### config.mk
export PLATFORM = sky130hd
export DESIGN_NAME = msi_doorbell_bank
export DESIGN_NICKNAME = d
export VERILOG_FILES = /design/src/rtl/msi_db_pkg.sv /design/src/rtl/msi_db_decode.sv /design/src/rtl/msi_db_event.sv /design/src/rtl/msi_db_pulse.sv /design/src/rtl/msi_doorbell_bank.sv
export SDC_FILE = /design/constraint.sdc
export NUM_CORES = 1
export LEC_CHECK = 0
export BUFFER_PORTS_ARGS = -buffer_cell sky130_fd_sc_hd__buf_2
export CORE_ASPECT_RATIO = 0.7
export CORE_UTILIZATION = 35
export DETAILED_ROUTE_END_ITERATION = 10
export MAX_ROUTING_LAYER = met4
export PLACE_DENSITY_LB_ADDON = 0.2
export REMOVE_ABC_BUFFERS = 1
export SLEW_MARGIN = 10
export SYNTH_ARGS = -nofsm -noshare
export SYNTH_HDL_FRONTEND = slang
export SYNTH_HIERARCHICAL = 1
export SYNTH_SLANG_ARGS = --single-unit
### constraint.sdc
create_clock -name clk -period 2.6 [get_ports clk]
set_input_delay 0.52 -clock clk [delete_from_list [all_inputs] [get_ports clk]]
set_output_delay 0.52 -clock clk [all_outputs]
set_load 0.01 [all_outputs]
### src/rtl/msi_db_pkg.sv
package msi_db_pkg;

    // Widest frame or event index the bank supports.
    localparam int SEL_W = 8;

    // Result of the address decode: is it a trigger-register hit, and in which frame.
    typedef struct packed {
        logic             hit;
        logic [SEL_W-1:0] frame;
    } frame_sel_t;

    // Result of the data-field check: is the index in range, and its value.
    typedef struct packed {
        logic             valid;
        logic [SEL_W-1:0] idx;
    } event_sel_t;

    function automatic int line_of(input int frame, input int evt, input int per_frame);
        return frame * per_frame + evt;
    endfunction

endpackage

### src/rtl/msi_db_decode.sv
module msi_db_decode
    import msi_db_pkg::*;
#(
    parameter int                ADDR_W      = 32,
    parameter logic [ADDR_W-1:0] WIN_BASE    = 32'h0030_0000,
    parameter int                FRAME_SHIFT = 14,
    parameter int                NUM_FRAMES  = 4,
    parameter int                TRIG_OFS    = 'h40
) (
    input  logic [ADDR_W-1:0] addr,
    output frame_sel_t        sel
);
    localparam logic [FRAME_SHIFT-1:0] OFS_L = FRAME_SHIFT'(TRIG_OFS);
    localparam logic [ADDR_W-1:0]      NF_L  = ADDR_W'(NUM_FRAMES);

    logic [ADDR_W-1:0] rel;
    logic [ADDR_W-1:0] frame_full;
    logic              in_region;
    logic              ofs_ok;

    always_comb begin
        rel        = addr - WIN_BASE;
        frame_full = rel >> FRAME_SHIFT;
        in_region  = (addr >= WIN_BASE) && (frame_full < NF_L);
        ofs_ok     = (rel[FRAME_SHIFT-1:0] == OFS_L);
        sel.hit    = in_region && ofs_ok;
        sel.frame  = frame_full[SEL_W-1:0];
    end
endmodule

### src/rtl/msi_db_event.sv
module msi_db_event
    import msi_db_pkg::*;
#(
    parameter int DATA_W  = 32,
    parameter int EVT_LSB = 12,
    parameter int FIELD_W = 8,
    parameter int EVENTS  = 8
) (
    input  logic [DATA_W-1:0] data,
    output event_sel_t        sel
);
    localparam int IDX_W = (EVENTS > 1) ? $clog2(EVENTS) : 1;

    logic [FIELD_W-1:0] field;
    logic               unused_bits;

    always_comb begin
        field     = data[EVT_LSB +: FIELD_W];
        sel.valid = ((field >> IDX_W) == '0);
        sel.idx   = SEL_W'(field[IDX_W-1:0]);
    end

    assign unused_bits = ^data;
endmodule

### src/rtl/msi_db_pulse.sv
module msi_db_pulse
    import msi_db_pkg::*;
#(
    parameter int EVENTS = 8
) (
    input  logic              clk,
    input  logic              rst,
    input  logic              fire,
    input  logic [SEL_W-1:0]  idx,
    output logic [EVENTS-1:0] pulse
);
    for (genvar e = 0; e < EVENTS; e++) begin : g_line
        always_ff @(posedge clk) begin
            if (rst) pulse[e] <= 1'b0;
            else     pulse[e] <= fire && (idx == SEL_W'(e));
        end
    end
endmodule

### src/rtl/msi_doorbell_bank.sv
module msi_doorbell_bank
    import msi_db_pkg::*;
#(
    parameter int                ADDR_W      = 32,
    parameter int                DATA_W      = 32,
    parameter logic [ADDR_W-1:0] WIN_BASE    = 32'h0030_0000,
    parameter int                FRAME_SHIFT = 14,
    parameter int                NUM_FRAMES  = 4,
    parameter int                EVENTS      = 8,
    parameter int                TRIG_OFS    = 'h40,
    parameter int                EVT_LSB     = 12,
    parameter int                FIELD_W     = 8,
    localparam int               LINES       = NUM_FRAMES * EVENTS
) (
    input  logic              clk,
    input  logic              rst,
    input  logic              wr_en,
    input  logic [ADDR_W-1:0] bus_addr,
    input  logic [DATA_W-1:0] wr_data,
    input  logic              rd_en,
    output logic              rd_valid,
    output logic [DATA_W-1:0] rd_data,
    output logic [LINES-1:0]  irq_pulse
);
    frame_sel_t fsel;
    event_sel_t esel;

    msi_db_decode #(
        .ADDR_W(ADDR_W), .WIN_BASE(WIN_BASE), .FRAME_SHIFT(FRAME_SHIFT),
        .NUM_FRAMES(NUM_FRAMES), .TRIG_OFS(TRIG_OFS)
    ) i_decode (
        .addr(bus_addr),
        .sel (fsel)
    );

    msi_db_event #(
        .DATA_W(DATA_W), .EVT_LSB(EVT_LSB), .FIELD_W(FIELD_W), .EVENTS(EVENTS)
    ) i_event (
        .data(wr_data),
        .sel (esel)
    );

    logic accept;
    assign accept = wr_en && fsel.hit && esel.valid;

    for (genvar f = 0; f < NUM_FRAMES; f++) begin : g_frame
        logic fire_f;
        assign fire_f = accept && (fsel.frame == SEL_W'(f));

        msi_db_pulse #(.EVENTS(EVENTS)) i_pulse (
            .clk  (clk),
            .rst  (rst),
            .fire (fire_f),
            .idx  (esel.idx),
            .pulse(irq_pulse[line_of(f, 0, EVENTS) +: EVENTS])
        );
    end

    // Trigger registers are write-only; every read answers with zero.
    always_ff @(posedge clk) begin
        if (rst) rd_valid <= 1'b0;
        else     rd_valid <= rd_en;
    end
    assign rd_data = '0;
endmodule

=== After elaboration in Yosys (flattened, before gate mapping) ===
Cells that the tools add are included.

* Bits in registers: 33
* Input bits: 68
* Output and inout port bits: 65
* Word-level logic and storage cells: 90

* Add/subtract/negate cells: 1
* Magnitude comparators: 2
* Eq/ne operators: 11
* Reductions and logical operators: 43

{| class="wikitable"
|+ Operators by type and width
! cell !! count
|-
| logical AND 1 bit || 40
|-
| >= comparator 32 x 22 -> 1 bit, second input constant || 1
|-
| subtractor 32 x 22 -> 32 bit, second input constant || 1
|-
| zero test 8 bit || 3
|-
| < comparator 18 x 3 -> 1 bit, second input constant || 1
|-
| equality test 8 x 2 -> 1 bit, second input constant || 2
|-
| equality test 14 x 7 -> 1 bit, second input constant || 1
|-
| equality test 3 bit, second input constant || 4
|-
| equality test 8 x 1 -> 1 bit, second input constant || 1
|-
| equality test 3 x 2 -> 1 bit, second input constant || 2
|-
| equality test 3 x 1 -> 1 bit, second input constant || 1
|}

=== Depth between registers and ports, before layout ===
Gate-level depths: netlist (run 1).

* Word-level depth: 8
* Depth in mapped cells: 10
* Depth with buffers taken out: 9

=== Modules after synthesis ===
The synthesis (run 1) kept the hierarchy.

{| class="wikitable"
|+ Modules (own cells, without submodules)
! module !! times used !! cells each !! area each (sq um) !! sequential area each (sq um)
|-
| msi_db_pulse || 4 || 23 || 251.5 || 160.2
|-
| msi_doorbell_bank || 1 || 45 || 350.3 || 20.0
|-
| msi_db_decode || 1 || 33 || 245.2 || 0.0
|-
| msi_db_event || 1 || 11 || 75.1 || 0.0
|}

=== Worst setup path after synthesis (run 1) ===
OpenSTA, ideal clock, no wires.

* Kind: in2reg
* Start: in bus_addr[25]
* End: reg g_frame[0].i_pulse.pulse[0]
* Library setup time: 0.092 ns
* Arrival time: 2.598 ns
* Data required time: 2.508 ns
* Path slack: -0.090 ns
* Cell stages on the path: 9
* Path buffers: 1
* Cell sequence: or4_4 nor3_2 a31oi_1 a211oi_2 nand3b_1 nor3_1 or4b_1 buf_2 nor4_1

{| class="wikitable"
|+ RTL lines
! what !! RTL line !! RTL
|-
| start: declaration || msi_doorbell_bank.sv:18 || <nowiki>input logic [ADDR_W-1:0] bus_addr,</nowiki>
|-
| end signal: indexed assignment || msi_db_pulse.sv:15 || <nowiki>else pulse[e] <= fire && (idx == SEL_W'(e));</nowiki>
|-
| end: declaration || msi_db_pulse.sv:10 || <nowiki>output logic [EVENTS-1:0] pulse</nowiki>
|}

==> impl_results.md, run 1 <==
- Outcome: finished with violations
- Failing checks: DRC, setup timing
- M1 WL: 1670 um
- Setup TNS: -0.107 ns
- CTS tree: done
- Period minus WS final: 2.63 ns
- Worst setup EP type: flip-flop
- Clock net sink count: 33
- DR WL met3: 228 um
- DP HPWL: 2560 um
- Average via count per standard cell: 4.52
- Final Power: 1010 uW
- Routed length per placed instance: 11.3 um
- Critical Path RT: 2.79 ns
- Clk pwr share: 37.2%
- Area Overhead vs Synth: 30.7%
- Post-DRT Antenna Nets: 0
- Drt first pass iters: 9
- Vias in the first global route: 1,246
- Delay-heaviest family, CP: simple AND/OR/NAND/NOR gates
- Post-CTS Hold Buffers: 0
- Overflow after GRT: 0
- Mapped Cells: 181
- Layout cell share with drive strength beyond 1: 45.0%
- Hold EP: rd_valid
- Part of the power in combinational logic: 12.7%
- Hold path depth: 2
- CP arrival: 2.82 ns
- Crit Path Class: input pin to flip-flop
- Internal: 768 uW
- CTS Buffer Depth: 2
- Setup Viol. Count Final: 9
- Diode count: 0
- Final net count: 328
- Fin area: 2190 um2
- PwrDens: 461 nW/um2
- XOR/XNOR share of the synthesized area: 0.522%
- Buf+Inv Stages, Crit Path: 1
- DRT iter0 DRCs: 55
- GR Util All Layers: 14.9%
- Post-Syn Area: 1680 um2
- Core area: 4480 um2
- Max Clk Rate: 380 MHz
- WP depth: 9
- Seq pwr share: 50.1%
- Final Cycle Share: 101%
- Worst path cell trace: buf_6, or4_4, nor4_4, nand4_1, a211oi_2, nand3b_1, nor3_2, or4b_4, nor4_2
- Met2 wire length: 1590 um
- Yosys cell types: 33
- Syn Area/Cell: 9.26 um2
- IO Count: 133
- Seq/Total Area, Yosys: 39.4%
- Fill count: 435
- Worst min path class: input pin to flip-flop
- First-pass GRT wire length: 5590 um
- Util after Layout: 48.9%
- Final Hold Viols: 0
- Hold wc startpoint: rd_en
- Largest net degree at the start of global routing: 21
- Switching part of the total power: 24.1%
- Vias: 1,415
- Main combinational cell family by area after synthesis: simple AND/OR/NAND/NOR gates
- Peak supply drop: 0.260 mV
- Critical Path Source Type: input pin
- Htree depth: 2
- Crit path max fanout: 8
- Static leakage: 0.000976 uW
- DRC Markers: 4
- Mux cell area share after synthesis: 0.597%
- Initial core utilization: 37.4%
- Die Wd: 84.7 um
- Area share of and/or/nand/nor cells after synthesis: 32.8%
- Clk root buf: clkbuf_8
- Post-Route WL: 3540 um
- Dpl cells: 306
- Clock slew at reported path FFs: 0.06 ns
- Compound-cell area share of the yosys netlist: 2.69%
- Max layer used: met4
- RSZ-0062 raised after global routing: yes
- Synthesized flop and latch total: 33
- CTS buffer count: 5
- Initial antenna violation count: 0
- Final cell count without fillers: 313
- Cell Rows: 20
- Post-Synth Adder-Cell Area: 1.49%
- Cell at the slowest stage of the critical path: or4_4
- Psw: 243 uW
- Die span in y: 59.9 um
- Post-place instance area: 1960 um2
- Max incr delay on CP: 0.55 ns
- Max-cap violations: 0
- Port bufs: 76
- Slew Limit Fails: 0
- Synth warn: 6
- Final worst slack: -0.0322 ns
- Final GP Congestion: 0.837
- Die ar.: 5080 um2
Yosys cell counts:
cell / number / area [um2]
nand4b_1: 1 / 8.76
nand2b_1: 8 / 50.1
nor4b_1: 1 / 8.76
nor4_1: 11 / 68.8
nor2b_1: 1 / 6.26
buf_4: 46 / 345
a21oi_1: 1 / 5.00
a211oi_1: 1 / 7.51
nand3b_1: 1 / 7.51
or4b_4: 1 / 13.8
conb_1: 2 / 7.51
or4_4: 1 / 11.3
nor3_2: 1 / 10.0
a31oi_1: 1 / 6.26
or4bb_1: 1 / 11.3
or4b_1: 10 / 100
nand2_1: 5 / 18.8
buf_2: 4 / 20.0
xnor2_1: 1 / 8.76
dfxtp_1: 33 / 661
nor3_1: 28 / 140
ha_1: 2 / 25.0
o21ai_0: 1 / 5.00
or3_1: 1 / 6.26
o41ai_1: 1 / 8.76
a211oi_2: 1 / 12.5
mux2i_1: 1 / 10.0
or4_1: 7 / 52.6
nand4_1: 1 / 6.26
nand3_1: 1 / 5.00
nor2_1: 4 / 15.0
and4b_1: 1 / 10.0
inv_1: 1 / 3.75
area by class of cell:
class | count | area, um2 | share of cell area (%)
multi-input combinational | 132 | 905 | 41.3
sequential | 33 | 661 | 30.2
timing repair buffer | 85 | 467 | 21.3
clock buffer | 7 | 86.3 | 3.94
tap | 55 | 68.8 | 3.14
inverter | 1 | 3.75 | 0.171
power by group through the flow:
stage	Combinational (uW)	Clock, uW	Sequential, uW
finish	128	376	507
global route	141	414	506
CTS	120	387	507
detailed placement	114	0	518
global placement	114	0	518
floorplan	51.7	0	518
metrics by stage:
step                setup slack (ns)  hold WS [ns]
floorplan                     -0.101         0.592
global placement              -0.454         0.737
detailed placement            -0.497         0.738
CTS                          -0.0119         0.453
global route                  -0.157         0.463
finish                       -0.0322         0.455
routing by layer:
layer / global-route usage [%] / up-vias
li1: - / 730
met1: 18.6 / 616
met2: 22.0 / 62
met3: 5.11 / 7
met4: 6.54 / 0
met5: - / -
registers in the layout (all words and copies together), names as in the netlist:
name	count
g_frame.i_pulse/pulse	32
rd_valid	1
timing repair:
| action | 4_1_cts | 5_1_grt |
|---|---|---|
| endpoints found under the setup margin | 32 | 32 |
| cloned | 0 | 0 |
| hold endpoints to repair | 0 | 0 |
| pin swaps | 8 | 2 |
| gates resized for setup | 15 | 12 |
| buffers inserted | 0 | 0 |
cell families (layout without fill, tap and decap cells):
group / Yosys count / in the layout
xor+xnor: 1 / 1
flops: 33 / 33
compound gates: 6 / 6
other cells: 2 / 37
fa+ha+maj: 2 / 2
buf+inv: 51 / 93
mux: 1 / 1
simple gates: 85 / 85
cell usage in the layout, fill, tap and decap left out, types with 6 or more instances in the layout:
| master | Yosys | final |
|---|---|---|
| or4_1 | 7 | 6 |
| nor4_1 | 11 | 6 |
| buf_2 | 4 | 73 |
| nor3_2 | 1 | 10 |
| clkbuf_8 | 0 | 6 |
| nand2b_1 | 8 | 8 |
| buf_4 | 46 | 9 |
| or4b_1 | 10 | 6 |
| conb_1 | 2 | 37 |
| nor3_1 | 28 | 17 |
| dfxtp_1 | 33 | 33 |
worst max-delay path by stage:
stage	from	slack [ns]	to
final	bus_addr[9]	-0.03	g_frame[3].i_pulse/pulse[1]
after global placement	bus_addr[25]	-0.45	g_frame[3].i_pulse/pulse[1]
after detailed placement	bus_addr[9]	-0.50	g_frame[2].i_pulse/pulse[0]
after global routing	bus_addr[9]	-0.16	g_frame[0].i_pulse/pulse[3]
after floorplan	bus_addr[25]	-0.10	g_frame[0].i_pulse/pulse[0]
after CTS	bus_addr[23]	-0.01	g_frame[3].i_pulse/pulse[0]
Note: power is estimated with default switching activity, not from simulation.
==> run 2: changes to the inputs <==
ABC_AREA = 1   (was not set)
CORE_UTILIZATION = 38   (was 35)
==> run 2 against run 1 <==
Effect of this change: the run now ends clean; synthesized cell count up 80%; combinational power up 13%; first-iteration DRC count down 15%; setup slack better by 0.60 ns; flip-flop and latch count unchanged; die area up 11%; maximum frequency up 29%; cell count up 49%; final area up 7.7%; highest routed layer unchanged; critical path type unchanged; sequential power about the same; routed wire length up 8.3%.
==> impl_results.md, run 2 <==
- Final Cycle Share: 78.3%
- Synth area leaders: dfxtp_1 33%, buf_4 17%, nor2_1 14%
- Setup TNS: 0 ns
- Final Hold Viols: 0
- Outcome: completed
- Largest Register: g_frame.i_pulse/pulse
- Layout cell share with drive strength beyond 1: 25.2%
- Vias in the first global route: 1,681
- Crit path max fanout: 4
- Max FFs per register: 32
- CTS buffer count: 5
- Initial core utilization: 40.9%
- Worst path cell trace: buf_2, ha_1, inv_1, nand2_1, nor2_1, nor2_1, nor2_1, nand3_1, nor2_1, nand2_1, nor2_2, nand3_2, nor2_1, nand2_1, nor2_1, nand2_1, nor2_1
- PwrDens: 432 nW/um2
- Most frequent cell after synthesis: nor2_1
- CTS Buffer Depth: 2
- Crit Path Class: input pin to flip-flop
- Syn Area/Cell: 6.22 um2
- Post-CTS Hold Buffers: 0
- Die ar.: 5620 um2
- Synth top cells by count: 75 x nor2_1, 70 x nand2_1, 55 x inv_1, 46 x buf_4, 33 x dfxtp_1
- Delay-heaviest family, CP: simple AND/OR/NAND/NOR gates
- GR Util All Layers: 16.0%
- Port bufs: 76
- Buf+Inv Stages, Crit Path: 2
- Regs by FF count: g_frame.i_pulse/pulse: 32 flops, rd_valid: 1 flops
- Average via count per standard cell: 3.86
- Fill count: 551
- Area leader, netlist: dfxtp_1
- DRT iter0 DRCs: 47
- Post-Syn Area: 2020 um2
- Overflow after GRT: 0
- IO Count: 133
- Util after Layout: 47.8%
- Htree depth: 2
- Setup Viol. Count Final: 0
- Seq/Total Area, Yosys: 32.7%
- Most used cell, CP: nor2_1
- Post-Route WL: 3840 um
- DRC Markers: 0
- Register Area: 661 um2
- CTS tree: done
- Critical Path RT: 2.81 ns
- Vias: 1,798
- Critical Path Source Type: input pin
- Worst setup EP type: flip-flop
- Clock slew at reported path FFs: 0.06 ns
- Final net count: 467
- Synth warn: 6
- Initial antenna violation count: 0
- Largest net degree at the start of global routing: 25
- Clock net sink count: 33
- RSZ-0062 raised after global routing: no
- Post-CTS Setup Inserts: 0
- Worst min path class: input pin to flip-flop
- Die Wd: 89.2 um
- Max Clk Rate: 491 MHz
- Max-cap violations: 0
- Post-synth EDFFs: 0
- Drt first pass iters: 4
- Commonest non-fill, non-tap cells in the layout: 76 x buf_2, 75 x nor2_1, 70 x nand2_1
- Area of the multi-input gates: 925 um2
- Cell Rows: 21
- Post-DRT Antenna Nets: 0
- Synthesized flop and latch total: 33
- Routed length per placed instance: 8.23 um
- Final GP Congestion: 0.803
- First-pass GRT wire length: 6870 um
- Max incr delay on CP: 0.23 ns
- Commonest non-fill, non-tap cell in the layout: buf_2
- Period minus WS final: 2.04 ns
- Clk root buf: clkbuf_8
- Yosys cell types: 17
- Peak supply drop: 0.235 mV
- Static leakage: 0.00128 uW
- DP HPWL: 3100 um
- Cell at the slowest stage of the critical path: ha_1
- Core area: 4940 um2
- Ys async rst share: 0%
- Main synth FF type: dfxtp_1
- Die span in y: 63.0 um
- Diode count: 0
- Post-cts sizing count: 0
- Mapped Cells: 325
- Area Overhead vs Synth: 16.8%
- Synth top area share: 32.7%
- Final Power: 1020 uW
- CP arrival: 2.24 ns
- Slew Limit Fails: 0
==> run 2: cell count changes after synthesis, sizes merged, moves of 8 or more <==
cell,delta
nand2,+66
inv,+58
nor4,-11
nand3,+18
or4b,-11
or4,-8
nor2,+83
nand2b,-8
nor3,-28
==> run 2: cell families (layout without fill, tap and decap cells) <==
kind of cell / after synthesis / after routing / share of synthesized area (%)
adder cells (fa/ha/maj): 2 / 2 / 1.24
flip-flops: 33 / 33 / 32.7
other: 2 / 37 / 0.372
AO/OA/AOI/OAI: 1 / 1 / 0.247
AND/OR/NAND/NOR: 182 / 182 / 37.4
buffers and inverters: 105 / 142 / 28.0
==> run 2: routing by layer <==
layer | wire, um | global-route usage [%]
met1 | 1970 | 20.7
met2 | 1550 | 24.0
met3 | 274 | 5.02
met4 | 44 | 3.97
met5 | 0 | -
==> run 2: layout make-up <==
class | instances | area share, %
clock buffer | 7 | 3.66
inverter | 59 | 9.38
multi-input combinational | 222 | 39.2
sequential | 33 | 28.0
tap | 69 | 3.66
timing repair buffer | 76 | 16.1
==> run 2: power breakdown <==
group | internal, uW | switching, uW
clock | 210 | 159
sequential | 507 | 0.266
combinational | 49.6 | 95.2
==> run 2: final timing paths <==
check	cells after the start	startpoint	endpoint	slack, ns
max	17	bus_addr[20]	g_frame[2].i_pulse/pulse[5]	0.56
min	3	rd_en	rd_valid	0.45
==> run 2: metrics by stage <==
step | std cells | worst slack, ns | cell area [um2] | hold slack (ns)
after global placement | 459 | 0.297 | 2270 | 0.731
after detailed placement | 459 | 0.268 | 2270 | 0.730
after CTS | 466 | 0.552 | 2360 | 0.443
after floorplan | 314 | 0.684 | 1810 | 0.591
after global routing | 466 | 0.229 | 2360 | 0.451
final | 466 | 0.564 | 2360 | 0.451
